[config.mk]
export PLATFORM = sky130hd
export DESIGN_NAME = pipe_rdy_irq
export DESIGN_NICKNAME = d
export VERILOG_FILES = /design/src/rtl/rdy_pkg.sv /design/src/rtl/rdy_evt_decode.sv /design/src/rtl/rdy_status_bank.sv /design/src/rtl/rdy_summary.sv /design/src/rtl/pipe_rdy_irq.sv
export SDC_FILE = /design/constraint.sdc
export NUM_CORES = 1
export LEC_CHECK = 0
export BUFFER_PORTS_ARGS = -buffer_cell sky130_fd_sc_hd__buf_2
export CORE_AREA = 2 2 54 56
export CTS_CLUSTER_DIAMETER = 150
export CTS_CLUSTER_SIZE = 30
export DETAILED_ROUTE_END_ITERATION = 10
export DIE_AREA = 0 0 56 58
export GPL_TIMING_DRIVEN = 0
export PLACE_DENSITY = 0.82
export SYNTH_ARGS = -nofsm -noshare
export SYNTH_HDL_FRONTEND = slang
export SYNTH_SLANG_ARGS = --single-unit
[constraint.sdc]
create_clock -name clk -period 0.8 [get_ports clk]
set_input_delay 0.12 -clock clk [delete_from_list [all_inputs] [get_ports clk]]
set_output_delay 0.12 -clock clk [all_outputs]
set_load 0.05 [all_outputs]
[src/rtl/rdy_pkg.sv]
package rdy_pkg;
  localparam int unsigned PIPES = 8;

  typedef struct packed {
    logic short_pkt;
    logic zlp;
    logic full;
    logic tcnt;
    logic tx_done;
  } pipe_evt_t;
endpackage

[src/rtl/rdy_evt_decode.sv]
module rdy_evt_decode
  import rdy_pkg::*;
#(
  parameter int unsigned PIPE_IDX = 0
) (
  input  logic      clk,
  input  logic      rst_n,
  input  pipe_evt_t evt_i,
  input  logic      is_tx_i,
  input  logic      xend_i,
  output logic      set_o
);
  localparam bit XEND_OK = (PIPE_IDX != 0);

  logic rx_any;
  logic rx_end;

  always_comb begin
    rx_any = evt_i.short_pkt | evt_i.zlp | evt_i.full | evt_i.tcnt;
    rx_end = evt_i.short_pkt | evt_i.zlp | evt_i.tcnt;
    if (is_tx_i)                set_o = evt_i.tx_done;
    else if (xend_i && XEND_OK) set_o = rx_end;
    else                        set_o = rx_any;
  end


  xend_full_only_chk: assert property (@(posedge clk) disable iff (!rst_n)
    (!is_tx_i && xend_i && XEND_OK && evt_i.full &&
     !evt_i.short_pkt && !evt_i.zlp && !evt_i.tcnt) |-> !set_o);


  tx_ignores_rx_chk: assert property (@(posedge clk) disable iff (!rst_n)
    (is_tx_i && !evt_i.tx_done) |-> !set_o);


  rx_ignores_tx_chk: assert property (@(posedge clk) disable iff (!rst_n)
    (!is_tx_i && evt_i.tx_done && !evt_i.short_pkt && !evt_i.zlp &&
     !evt_i.full && !evt_i.tcnt) |-> !set_o);

  generate
    if (PIPE_IDX == 0) begin : g_pipe0

      pipe0_full_chk: assert property (@(posedge clk) disable iff (!rst_n)
        (!is_tx_i && evt_i.full) |-> set_o);
    end
  endgenerate
endmodule

[src/rtl/rdy_status_bank.sv]
module rdy_status_bank #(
  parameter int unsigned N = 8
) (
  input  logic         clk,
  input  logic         rst_n,
  input  logic [N-1:0] set_i,
  input  logic         wr_i,
  input  logic [N-1:0] wdata_i,
  output logic [N-1:0] status_o
);
  logic [N-1:0] stat_q;
  logic [N-1:0] stat_d;
  logic         stat_en;

  always_comb begin
    stat_en = wr_i | (|set_i);
    stat_d  = stat_q;
    if (wr_i) stat_d = stat_d & wdata_i;
    stat_d = stat_d | set_i;
  end

  always_ff @(posedge clk or negedge rst_n) begin
    if (!rst_n)       stat_q <= '0;
    else if (stat_en) stat_q <= stat_d;
  end

  assign status_o = stat_q;


  set_wins_chk: assert property (@(posedge clk) disable iff (!rst_n)
    (set_i != '0) |=> ((stat_q & $past(set_i)) == $past(set_i)));


  wr_clear_chk: assert property (@(posedge clk) disable iff (!rst_n)
    (wr_i && set_i == '0) |=> ((stat_q & ~$past(wdata_i)) == '0));


  hold_chk: assert property (@(posedge clk) disable iff (!rst_n)
    (!wr_i && set_i == '0) |=> $stable(stat_q));
endmodule

[src/rtl/rdy_summary.sv]
module rdy_summary #(
  parameter int unsigned N = 8
) (
  input  logic         clk,
  input  logic         rst_n,
  input  logic [N-1:0] status_i,
  input  logic [N-1:0] set_i,
  input  logic [N-1:0] en_i,
  input  logic [N-1:0] buf_rdy_i,
  input  logic         hw_mode_i,
  output logic         irq_o
);
  logic irq_q;
  logic irq_d;
  logic any_stat;
  logic any_set;
  logic any_buf;

  always_comb begin
    any_stat = |(status_i & en_i);
    any_set  = |(set_i & en_i);
    any_buf  = |(buf_rdy_i & en_i);
    if (hw_mode_i) irq_d = any_set | (irq_q & any_buf);
    else           irq_d = any_stat;
  end

  always_ff @(posedge clk or negedge rst_n) begin
    if (!rst_n) irq_q <= 1'b0;
    else        irq_q <= irq_d;
  end

  assign irq_o = irq_q;


  mode0_high_chk: assert property (@(posedge clk) disable iff (!rst_n)
    (!hw_mode_i && (|(status_i & en_i))) |=> irq_o);


  mode0_low_chk: assert property (@(posedge clk) disable iff (!rst_n)
    (!hw_mode_i && !(|(status_i & en_i))) |=> !irq_o);


  mode1_raise_chk: assert property (@(posedge clk) disable iff (!rst_n)
    (hw_mode_i && (|(set_i & en_i))) |=> irq_o);


  mode1_release_chk: assert property (@(posedge clk) disable iff (!rst_n)
    (hw_mode_i && !(|(set_i & en_i)) && !(|(buf_rdy_i & en_i))) |=> !irq_o);


  mode1_hold_chk: assert property (@(posedge clk) disable iff (!rst_n)
    (hw_mode_i && irq_o && (|(buf_rdy_i & en_i))) |=> irq_o);
endmodule

[src/rtl/pipe_rdy_irq.sv]
module pipe_rdy_irq
  import rdy_pkg::*;
#(
  parameter int unsigned N = PIPES
) (
  input  logic         clk,
  input  logic         rst_n,
  input  logic [N-1:0] ev_short_i,
  input  logic [N-1:0] ev_zlp_i,
  input  logic [N-1:0] ev_full_i,
  input  logic [N-1:0] ev_tcnt_i,
  input  logic [N-1:0] ev_txdone_i,
  input  logic [N-1:0] pipe_tx_i,
  input  logic [N-1:0] pipe_xend_i,
  input  logic [N-1:0] pipe_en_i,
  input  logic         hw_release_i,
  input  logic [N-1:0] buf_rdy_i,
  input  logic         sw_wr_i,
  input  logic [N-1:0] sw_wdata_i,
  output logic [N-1:0] status_o,
  output logic         irq_o
);
  logic [1:0]   rst_sync_q;
  logic         rst_int_n;
  logic [N-1:0] set_vec;

  always_ff @(posedge clk or negedge rst_n) begin
    if (!rst_n) rst_sync_q <= 2'b00;
    else        rst_sync_q <= {rst_sync_q[0], 1'b1};
  end
  assign rst_int_n = rst_sync_q[1];

  generate
    for (genvar p = 0; p < N; p++) begin : g_pipe
      pipe_evt_t evt;
      always_comb begin
        evt.short_pkt = ev_short_i[p];
        evt.zlp       = ev_zlp_i[p];
        evt.full      = ev_full_i[p];
        evt.tcnt      = ev_tcnt_i[p];
        evt.tx_done   = ev_txdone_i[p];
      end
      rdy_evt_decode #(.PIPE_IDX(p)) u_dec (
        .clk     (clk),
        .rst_n   (rst_int_n),
        .evt_i   (evt),
        .is_tx_i (pipe_tx_i[p]),
        .xend_i  (pipe_xend_i[p]),
        .set_o   (set_vec[p])
      );
    end
  endgenerate

  rdy_status_bank #(.N(N)) u_bank (
    .clk      (clk),
    .rst_n    (rst_int_n),
    .set_i    (set_vec),
    .wr_i     (sw_wr_i),
    .wdata_i  (sw_wdata_i),
    .status_o (status_o)
  );

  rdy_summary #(.N(N)) u_sum (
    .clk       (clk),
    .rst_n     (rst_int_n),
    .status_i  (status_o),
    .set_i     (set_vec),
    .en_i      (pipe_en_i),
    .buf_rdy_i (buf_rdy_i),
    .hw_mode_i (hw_release_i),
    .irq_o     (irq_o)
  );


  reset_quiet_chk: assert property (@(posedge clk) !rst_int_n |-> (status_o == '0 && !irq_o));


  disable_keeps_chk: assert property (@(posedge clk) disable iff (!rst_int_n)
    (!sw_wr_i && $fell(pipe_en_i[0])) |-> status_o[0] == $past(status_o[0]));
endmodule

==> results.json <==
{
  "rsz0062_at_grt": "true",
  "portBuffers": 91,
  "grt_usage_pct": 15.6,
  "setup_viol": 11,
  "syn_area_per_cell_um2": 8.05,
  "pre_cts_slack_ns": -0.560,
  "synth_top_family_by_area": "simple AND/OR/NAND/NOR gates",
  "clk-insertion-delay-late_ns": 0.26,
  "powerDensity_mw_per_mm2": 1090,
  "worstHoldPathType": "input port to flip-flop",
  "fin_util_pct": 49.8,
  "drtPass1Iterations": 4,
  "globalplace.congestion": 0.883,
  "peakVddDrop_mv": 0.977,
  "status": "complete, but fails checks",
  "ys_ff_latch": 11,
  "p_leak_uw": 0.000687,
  "area_growth_pct": 89.1,
  "cp_data_arrival_time_ns": 1.32,
  "reg2reg_depth": 4,
  "row_count": 19,
  "finClkSkew_ns": 0.00436,
  "clock_sink_count": 11,
  "routed-wl-met3_um": 199,
  "synth_mux_area_share_pct": 0,
  "antenna_found_initial": 0,
  "ys_top_cells_by_area": "dfrtp_1, o21ai_0, nand2b_1",
  "drive_gt1_share_pct": 58.4,
  "drv_cap": 0,
  "hold_depth": 3,
  "critPathKind": "flip-flop to flip-flop",
  "synth_common_cells": "o21ai_0, dfrtp_1, nand2_1",
  "wl_per_cell_um": 11.8,
  "violations": "negative setup slack",
  "power_uw": 1450,
  "grt_max_degree": 10,
  "wl_um": 2540,
  "worst_slack_ns": -0.362,
  "highest_layer": "met4",
  "synth-seq-area-share_pct": 39.3,
  "cts_root_buf": "clkbuf_4",
  "fin_nets": 270,
  "fmax_mhz": 860,
  "crit_required_ns": 0.95,
  "met1Wirelength_um": 922,
  "maxSlewViolCount": 0,
  "drt_iter0_drc": 24,
  "yosysTopAreaCellShare_pct": 39.3,
  "core_mm2": 0.00266,
  "cts_made_buffers": 3,
  "diodes": 0,
  "grt_pass1_wl_um": 3980,
  "netlist_instances": 87,
  "io_pins": 93,
  "cts-htree-levels": 1,
  "final_hold_viol_count": 0,
  "die_x_um": 56,
  "yosys.area_share.simple_pct": 28.2,
  "async_reset_ff_share_pct": 100,
  "clkTransAtPathRegs_ns": 0.07,
  "synth_ff_type": "dfrtp_1",
  "synth_edf_count": 0,
  "synth_top_cell_by_area": "dfrtp_1",
  "slowest_delay_ns": 0.41,
  "cts.path.max_buffers": 2,
  "vias": 1012,
  "die_h_um": 58,
  "ant_nets": 0,
  "grt_pass1_vias": 1013,
  "critPathMaxFanout": 3,
  "ys_types": 20,
  "crit_slowest_cell": "dfrtp_2",
  "met2_length_um": 1400,
  "start_util_pct": 26.3,
  "cts_tree": "done",
  "grt-ovfl-total": 0,
  "yosysMostFrequentCell": "o21ai_0",
  "syn-cell-area_um2": 701,
  "fp.dieArea_mm2": 0.00325,
  "yosys_warnings": 0,
  "synth_compound_area_share_pct": 27.1,
  "critPathLaunchType": "flip-flop",
  "syn-num-nets": 171,
  "timing.final.crit_share_pct": 145,
  "endpoint_kind": "flip-flop",
  "crit_chain": "a22o_1 -> a221oi_2 -> nand3_1 -> o21a_1",
  "period_minus_slack_ns": 1.16,
  "synth-xor-area-share_pct": 0,
  "drc_errors": 0,
  "hpwl_um": 2200,
  "tns_ns": -2.06,
  "viasPerCell": 4.69,
  "synthAdderAreaFrac_pct": 0
}
-- through the flow --
stage,instance area (µm²),hold slack (ns),instances
floorplan,716,-0.176,87
global placement,1210,-0.0921,209
detailed placement,1210,-0.0923,209
CTS,1310,0.0651,215
global route,1330,0.0649,216
finish,1330,0.0644,216
-- layer usage --
| metal | track usage, % | up-vias |
|---|---|---|
| li1 | - | 518 |
| met1 | 16.3 | 453 |
| met2 | 29.7 | 39 |
| met3 | 5.36 | 2 |
| met4 | 4.08 | 0 |
| met5 | 0 | - |
-- worst max-delay path, delay by kind of cell (launching register included) --
family / cells / cell delay [ns]
AO/OA/AOI/OAI: 3 / 0.54
flip-flops: 1 / 0.41
AND/OR/NAND/NOR: 1 / 0.10
-- final cells by class --
cell class | instances | area (µm²)
Sequential cell | 11 | 284
Fill cell | 289 | 1340
Inverter | 9 | 33.8
Tap cell | 31 | 38.8
Multi-Input combinational cell | 67 | 405
Timing Repair Buffer | 94 | 537
Clock buffer | 4 | 26.3
-- layout by cell type (no fill, tap or decap), drive strengths merged --
master	n
o21a	1
a22o	1
buf	93
dlygate4sd3	1
or4	1
clkbuf	4
a31oi	1
nand2	11
nand4	2
a22oi	5
a221oi	1
nor2b	2
nand2b	9
o2111ai	1
conb	1
inv	9
nor4	7
a222oi	1
dfrtp	11
o21ai	15
nand3	4
a21oi	3
o211ai	1
-- path summary, 6_finish.rpt --
kind                                                startpoint                        endpoint  slack (ns)
worst min-delay path                             sw_wdata_i[5]  u_bank.status_o[5]$_DFFE_PN0P_        0.06
max in group asynchronous              rst_sync_q[1]$_DFF_PN0_  u_bank.status_o[3]$_DFFE_PN0P_        0.33
worst min register to register         rst_sync_q[1]$_DFF_PN0_  u_bank.status_o[0]$_DFFE_PN0P_        0.16
worst max register to register  u_bank.status_o[7]$_DFFE_PN0P_           u_sum.irq_o$_DFF_PN0_       -0.36
worst max-delay path            u_bank.status_o[7]$_DFFE_PN0P_           u_sum.irq_o$_DFF_PN0_       -0.36
min in group asynchronous              rst_sync_q[1]$_DFF_PN0_  u_bank.status_o[0]$_DFFE_PN0P_        0.16
-- power breakdown --
part / internal (µW) / switching (µW)
logic: 250 / 216
registers: 581 / 27.4
clock network: 193 / 179
total: 1020 / 423
-- cell families (layout without fill, tap and decap cells) --
family | Yosys count | after routing
AO/OA/AOI/OAI | 30 | 30
buffers and inverters | 9 | 107
flip-flops | 11 | 11
other | 1 | 1
AND/OR/NAND/NOR | 36 | 36
-- what timing repair did --
action,CTS,global route
resized for setup,17,4
hold buffers,1,0
setup endpoints to repair,10,12
setup buffers,1,1
endpoints found under the hold margin,2,0
-- state kept, by name (all words and copies together), names as in the netlist --
register         cells
u_bank.status_o      8
u_sum.irq_o          1
rst_sync_q           2
No activity file was read; power rests on OpenSTA's default activity.
